<file path="src/rtl/mulsub_pkg.sv">
package mulsub_pkg;
  typedef enum logic [1:0] {
    RT_MA_SA = 2'b00,
    RT_MB_SB = 2'b01,
    RT_MC_SC = 2'b10,
    RT_MD_SD = 2'b11
  } route_e;

  function automatic logic [31:0] clamp32(input logic neg);
    return neg ? 32'h8000_0000 : 32'h7FFF_FFFF;
  endfunction
endpackage

</file>
<file path="src/rtl/mulsub_route.sv">
module mulsub_route #(
  parameter int W = 32
) (
  input  logic [W-1:0] f1,
  input  logic [W-1:0] f2,
  input  logic [W-1:0] f3,
  input  logic [W-1:0] f4,
  input  logic [1:0]   route,
  output logic [W-1:0] mul_a,
  output logic [W-1:0] mul_b,
  output logic [W-1:0] sub_a,
  output logic [W-1:0] sub_b
);
  import mulsub_pkg::*;

  always_comb begin
    unique case (route_e'(route))
      RT_MA_SA: begin mul_a = f3; mul_b = f4; sub_a = f1; sub_b = f2; end
      RT_MB_SB: begin mul_a = f3; mul_b = f1; sub_a = f4; sub_b = f2; end
      RT_MC_SC: begin mul_a = f1; mul_b = f2; sub_a = f3; sub_b = f4; end
      default:  begin mul_a = f3; mul_b = f1; sub_a = f2; sub_b = f4; end
    endcase
  end
endmodule

</file>
<file path="src/rtl/mulsub_mul.sv">
module mulsub_mul #(
  parameter int W  = 32,
  parameter int MW = 24
) (
  input  logic [W-1:0] a,
  input  logic [W-1:0] b,
  input  logic         sat_en,
  output logic [W-1:0] res,
  output logic         ovf
);
  localparam int PW = 2 * MW;

  logic signed [MW-1:0] sa, sb;
  logic signed [PW-1:0] prod;
  logic [PW-W:0]        top_bits;

  assign sa       = a[MW-1:0];
  assign sb       = b[MW-1:0];
  assign prod     = sa * sb;
  assign top_bits = prod[PW-1:W-1];
  assign ovf      = !((&top_bits) || !(|top_bits));

  always_comb begin
    if (sat_en && ovf)
      res = prod[PW-1] ? {1'b1, {(W-1){1'b0}}} : {1'b0, {(W-1){1'b1}}};
    else
      res = prod[W-1:0];
  end

  always_comb begin
    if (sat_en && ovf)
      AST_MUL_CLAMP: assert (res == {1'b1, {(W-1){1'b0}}} || res == {1'b0, {(W-1){1'b1}}});
  end
endmodule

</file>
<file path="src/rtl/mulsub_sub.sv">
module mulsub_sub #(
  parameter int W = 32
) (
  input  logic [W-1:0] a,
  input  logic [W-1:0] b,
  input  logic         sat_en,
  output logic [W-1:0] res,
  output logic         ovf
);
  logic [W-1:0] diff;

  assign diff = a - b;
  assign ovf  = (a[W-1] != b[W-1]) && (diff[W-1] != a[W-1]);

  always_comb begin
    if (sat_en && ovf)
      res = a[W-1] ? {1'b1, {(W-1){1'b0}}} : {1'b0, {(W-1){1'b1}}};
    else
      res = diff;
  end

  always_comb begin
    if (!ovf)
      AST_SUB_EXACT: assert (res + b == a);
  end
endmodule

</file>
<file path="src/rtl/mulsub_exec.sv">
module mulsub_exec #(
  parameter int W        = 32,
  parameter int MW       = 24,
  parameter int AW       = 5,
  parameter int NUM_GPR  = 8
) (
  input  logic          clk,
  input  logic          rst,
  input  logic          issue,
  input  logic [W-1:0]  fld1,
  input  logic [W-1:0]  fld2,
  input  logic [W-1:0]  fld3,
  input  logic [W-1:0]  fld4,
  input  logic [1:0]    route,
  input  logic          sat_en,
  input  logic [AW-1:0] mul_dst,
  input  logic [AW-1:0] sub_dst,
  output logic          mul_we,
  output logic [AW-1:0] mul_waddr,
  output logic [W-1:0]  mul_wdata,
  output logic          sub_we,
  output logic [AW-1:0] sub_waddr,
  output logic [W-1:0]  sub_wdata,
  output logic          flag_v,
  output logic          flag_lv
);
  localparam logic [AW-1:0] GPR_LIM = AW'(NUM_GPR);

  logic [W-1:0] mul_a, mul_b, sub_a, sub_b;
  logic [W-1:0] mul_res, sub_res;
  logic         mul_ovf, sub_ovf, ovf_any, flag_upd;

  mulsub_route #(.W(W)) route_i (
    .f1(fld1), .f2(fld2), .f3(fld3), .f4(fld4), .route(route),
    .mul_a(mul_a), .mul_b(mul_b), .sub_a(sub_a), .sub_b(sub_b)
  );

  mulsub_mul #(.W(W), .MW(MW)) mul_i (
    .a(mul_a), .b(mul_b), .sat_en(sat_en), .res(mul_res), .ovf(mul_ovf)
  );

  mulsub_sub #(.W(W)) sub_i (
    .a(sub_a), .b(sub_b), .sat_en(sat_en), .res(sub_res), .ovf(sub_ovf)
  );

  assign ovf_any  = mul_ovf || sub_ovf;
  assign flag_upd = issue && ((mul_dst < GPR_LIM) || (sub_dst < GPR_LIM));

  always_ff @(posedge clk) begin
    if (rst) begin
      mul_we    <= 1'b0;
      sub_we    <= 1'b0;
      mul_waddr <= '0;
      sub_waddr <= '0;
      mul_wdata <= '0;
      sub_wdata <= '0;
    end else begin
      mul_we <= issue;
      sub_we <= issue;
      if (issue) begin
        mul_waddr <= mul_dst;
        sub_waddr <= sub_dst;
        mul_wdata <= mul_res;
        sub_wdata <= sub_res;
      end
    end
  end

  always_ff @(posedge clk) begin
    if (rst) begin
      flag_v  <= 1'b0;
      flag_lv <= 1'b0;
    end else if (flag_upd) begin
      flag_v  <= ovf_any;
      flag_lv <= flag_lv || ovf_any;
    end
  end

  AST_WRITE_AFTER_ISSUE: assert property (@(posedge clk) disable iff (rst)
    issue |=> (mul_we && sub_we));
  AST_NO_WRITE_IDLE: assert property (@(posedge clk) disable iff (rst)
    !issue |=> (!mul_we && !sub_we));
  AST_DISTINCT_DST: assert property (@(posedge clk) disable iff (rst)
    issue |-> (mul_dst != sub_dst));
  AST_LV_STICKY: assert property (@(posedge clk) disable iff (rst)
    flag_lv |=> flag_lv);
  AST_FLAGS_HOLD: assert property (@(posedge clk) disable iff (rst)
    !flag_upd |=> ($stable(flag_v) && $stable(flag_lv)));
  AST_V_SETS_LV: assert property (@(posedge clk) disable iff (rst)
    flag_v |-> flag_lv);
endmodule

</file>
<file path="config.mk">
export PLATFORM = sky130hd
export DESIGN_NAME = mulsub_exec
export DESIGN_NICKNAME = d
export VERILOG_FILES = /design/src/rtl/mulsub_pkg.sv /design/src/rtl/mulsub_route.sv /design/src/rtl/mulsub_mul.sv /design/src/rtl/mulsub_sub.sv /design/src/rtl/mulsub_exec.sv
export SDC_FILE = /design/constraint.sdc
export NUM_CORES = 2
export LEC_CHECK = 0
export BUFFER_PORTS_ARGS = -buffer_cell sky130_fd_sc_hd__buf_2
export CAP_MARGIN = 10
export CORE_ASPECT_RATIO = 1.4
export CORE_MARGIN = 4
export CORE_UTILIZATION = 64
export CTS_CLUSTER_DIAMETER = 120
export DETAILED_ROUTE_END_ITERATION = 7
export PLACE_DENSITY = 0.84
export SETUP_SLACK_MARGIN = 0.02
export SLEW_MARGIN = 20
export SYNTH_ARGS = -nofsm -noshare
export SYNTH_HDL_FRONTEND = slang
export SYNTH_SLANG_ARGS = --single-unit
</file>
<file path="constraint.sdc">
create_clock -name clk -period 11 [get_ports clk]
set_clock_uncertainty 0.2 [all_clocks]
set_input_delay 0.55 -clock clk [delete_from_list [all_inputs] [get_ports clk]]
set_output_delay 0.55 -clock clk [all_outputs]
set_load 0.1 [all_outputs]
</file>
==> impl_metrics.py <==
metrics = {
    "outcome": {
        "outcome": "finished, final reports clean",
    },
    "setup_path": {
        "critPathBufInv": 2,
        "cp_slowest_stage_delay_ps": 1000,
        "crit_path_max_fo": 37,
        "critical_path.reg2reg.endpoint": "mul_wdata[6]$_SDFFE_PP0P_",
        "path_delay_family": "adder cells",
        "critical_path.startpoint_type": "primary input",
        "cell_mode_on_critical_path": "fa_1",
        "crit_path_cell_trace": "buf_4 -> nand2b_2 -> mux2_2 -> nand2b_1 -> inv_1 -> fa_1 -> fa_1 -> fa_1 -> fa_1 -> fa_1 -> fa_1 -> fa_1 -> ha_1 -> nand2_1 -> nor4_1 -> a21boi_1 -> o211ai_1 -> a211o_1 -> o311ai_0 -> nor4_1 -> and4bb_1 -> nand3b_4 -> nor4_1 -> a311o_1",
        "critPathArrivalTime_ps": 10480,
        "critical_path.endpoint_type": "flop",
        "path_class": "in -> reg",
        "slowest_stage": "fa_1",
        "r2r_setup_slack_ps": 9900,
        "crit-reg2reg-launch": "mul_wdata[6]$_SDFFE_PP0P_",
        "crit_required_ps": 11110,
        "worst_r2r_path_depth": 2,
    },
    "sta": {
        "max_slew_margin_pct": 20.69,
        "finalHoldViolations": 0,
        "fin_crit_sh_pct": 94.31,
        "worst-slew-pin-transition_ps": 1179,
        "maximum_operating_frequency_ghz": 0.09639,
        "min_period_ps": 10370,
        "final_slew_viol_count": 0,
        "setup_viol": 0,
        "setup_total_negative_slack_ps": 0,
        "grt_setup_unrepaired": "false",
    },
    "floorplan": {
        "rows": 89,
        "design.die.area_mm2": 0.04668,
        "core_area_mm2": 0.04243,
        "floorplan.initialDensity_pct": 65.23,
        "io_pins": 222,
        "die-height_um": 254.0,
        "chipWidth_um": 183.7,
    },
    "clocking": {
        "clock_path_buffers": 2,
        "cts_num_sinks": 77,
        "ctsHtreeMaxLevel": 3,
        "postCtsResizedCells": 0,
        "ctsHoldBuffers": 0,
        "cts-buffers-inserted": 9,
        "root_buffer": "clkbuf_16",
        "worstSkewPairLatency_ps": 370,
        "tritoncts": "done",
        "post_cts.repair.setup_buffers": 0,
        "clkSlewWorstSetupHoldPaths_ps": 60,
    },
    "synth": {
        "syn-num-nets": 4051,
        "synth_top_flop_cell": "dfxtp_1",
        "syn_avg_cell_area_um2": 8.830,
        "ys_seq_area_share_pct": 5.570,
        "cell_area_after_synthesis_mm2": 0.02767,
        "yosys_reg_bits": 77,
        "synth.yosys.warnings": 0,
        "yosysTopAreaCellShare_pct": 43.98,
        "synth.area.top_cells": "fa_1 (44%), inv_1 (8.6%), ha_1 (7.5%)",
        "post_synth_num_cell_types": 74,
        "synthDominantAreaCellType": "fa_1",
        "postSynth.asyncResetShare_pct": 0,
        "synth-edff-count": 0,
        "synth_top_cells_by_count": "inv_1 (632), fa_1 (608), nor2_1 (393)",
        "cells_after_synthesis": 3134,
        "synth.most_common_cell": "inv_1",
    },
    "drt": {
        "vias_per_cell": 6.161,
        "drt_pass1_iterations": 6,
        "post-route-drc-count": 0,
        "drtIter0Drc": 1806,
        "detailroute.via_count": 23670,
        "final_antenna_net_count": 0,
        "routed_wire_length_per_instance_um": 23.67,
        "wl_um": 90950,
    },
    "global_route": {
        "wire_length_of_the_first_global_routing_pass_um": 142700,
        "grt_remaining_overflow": 0,
        "grt_antenna_before_repair": 7,
        "first_global_vias": 26530,
        "grt_start_max_net_pins": 63,
        "groute.usage.overall_pct": 40.19,
    },
    "worst_hold_path": {
        "timing.hold.worst.start": "sub_dst[2]",
        "min_to": "sub_waddr[2]$_SDFFE_PP0P_",
        "min-delay-path-class": "in -> reg",
        "worst_hold_path.num_cells": 3,
    },
    "finish": {
        "nNetsFinal": 4200,
        "layout_cell_share_with_drive_strength_beyond_1_pct": 12.41,
        "area.sequential_mm2": 0.001541,
        "n_fill_cell": 3289,
        "area.growth.synth_to_final_pct": 7.284,
        "multiInputGateArea_mm2": 0.02319,
    },
    "run": {
        "drv.max_cap_violation_count": 0,
    },
    "placed_design": {
        "hpwlAfterDp_um": 75150,
        "gp_congestion": 0.9964,
        "portBuffers": 221,
    },
}
[sequential cells by signal, summed over array words and instances, names as in the netlist]
signal     count
mul_wdata     32
sub_wdata     32
mul_waddr      5
sub_waddr      5
flag_lv        1
flag_v         1
sub_we         1
[metrics by stage]
stage	cells	hold slack (ps)	util [%]	area, µm²	worst slack, ps
6_report	3842	212.9	69.98	29690	625.7
5_1_grt	3839	240.5	69.96	29680	185.7
4_1_cts	3833	214.9	69.92	29660	810.6
3_5_place_dp	3818	264.8	69.31	29410	451.3
3_3_place_gp	3818	264.3	69.31	29410	590.4
2_1_floorplan	3134	450.2	-	27670	1406
[cell usage in the layout (no fill, tap or decap), types with 5 or more instances in the layout]
master     count
mux2_2        27
a311oi_2      17
nor2b_1       12
and2_1        21
mux4_2        31
a211o_1        5
o211ai_1       9
o21a_1        28
o21bai_1       8
or2_2         11
ha_1         165
nand4_1       12
buf_2        218
nand2_1      357
nor2_1       393
and3_1        10
buf_4         65
xnor2_1       45
o21ai_0       42
a21o_1        32
or3_1         10
diode_2        9
xor2_1        23
nand2b_1      20
fa_1         608
a211oi_1       7
a311oi_1      12
mux2i_1       91
nand3_1       14
nor3_1        45
o21ai_1       20
a21oi_1      100
a31oi_1       14
o2111ai_1      5
dfxtp_1       77
clkbuf_16      9
inv_1        632
nor4_1         7
a21oi_2        8
[worst register-to-register path, stage by stage (launching register included)]
cell and delay, ps:
dfxtp_1 310, nor3b_1 130, a311o_1 360
[routing by layer]
layer	vias up	track usage, %	share of wire [%]
li1	10010	-	-
met1	11690	42.02	30
met2	1387	69.61	50
met3	578	7.875	9.2
met4	2	32.83	11
met5	-	0	0.0099
[worst max-delay path by stage]
stage	to	slack, ps	cells past startpoint	from
2_1_floorplan	mul_wdata[20]$_SDFFE_PP0P_	1410	30	route[0]
3_3_place_gp	mul_wdata[26]$_SDFFE_PP0P_	590	28	route[1]
3_5_place_dp	mul_wdata[26]$_SDFFE_PP0P_	450	32	route[1]
4_1_cts	mul_wdata[26]$_SDFFE_PP0P_	810	24	route[1]
5_1_grt	mul_wdata[26]$_SDFFE_PP0P_	190	24	route[1]
6_report	mul_wdata[26]$_SDFFE_PP0P_	630	24	route[1]
[logic make-up after synthesis]
kind of cell | after synthesis | share of synthesized area (%)
AND/OR/NAND/NOR | 934 | 14.28
buffers and inverters | 780 | 10.74
adder cells (fa/ha/maj) | 773 | 51.44
AO/OA/AOI/OAI | 350 | 8.794
multiplexers | 152 | 7.026
flip-flops | 77 | 5.570
XOR/XNOR | 68 | 2.152
[area by class of cell]
class                           instances  share of cell area, %
Timing Repair Buffer                  285                  5.453
Antenna cell                            9                0.07586
Multi-Input combinational cell       2277                  78.11
Clock buffer                           10                 0.7712
Inverter                              633                  8.003
Clock inverter                          5                0.09693
Sequential cell                        77                  5.192
Tap cell                              546                  2.301
Power is not shown: default switching activity piles up to over one toggle a cycle in this logic, so the estimate is an artifact.
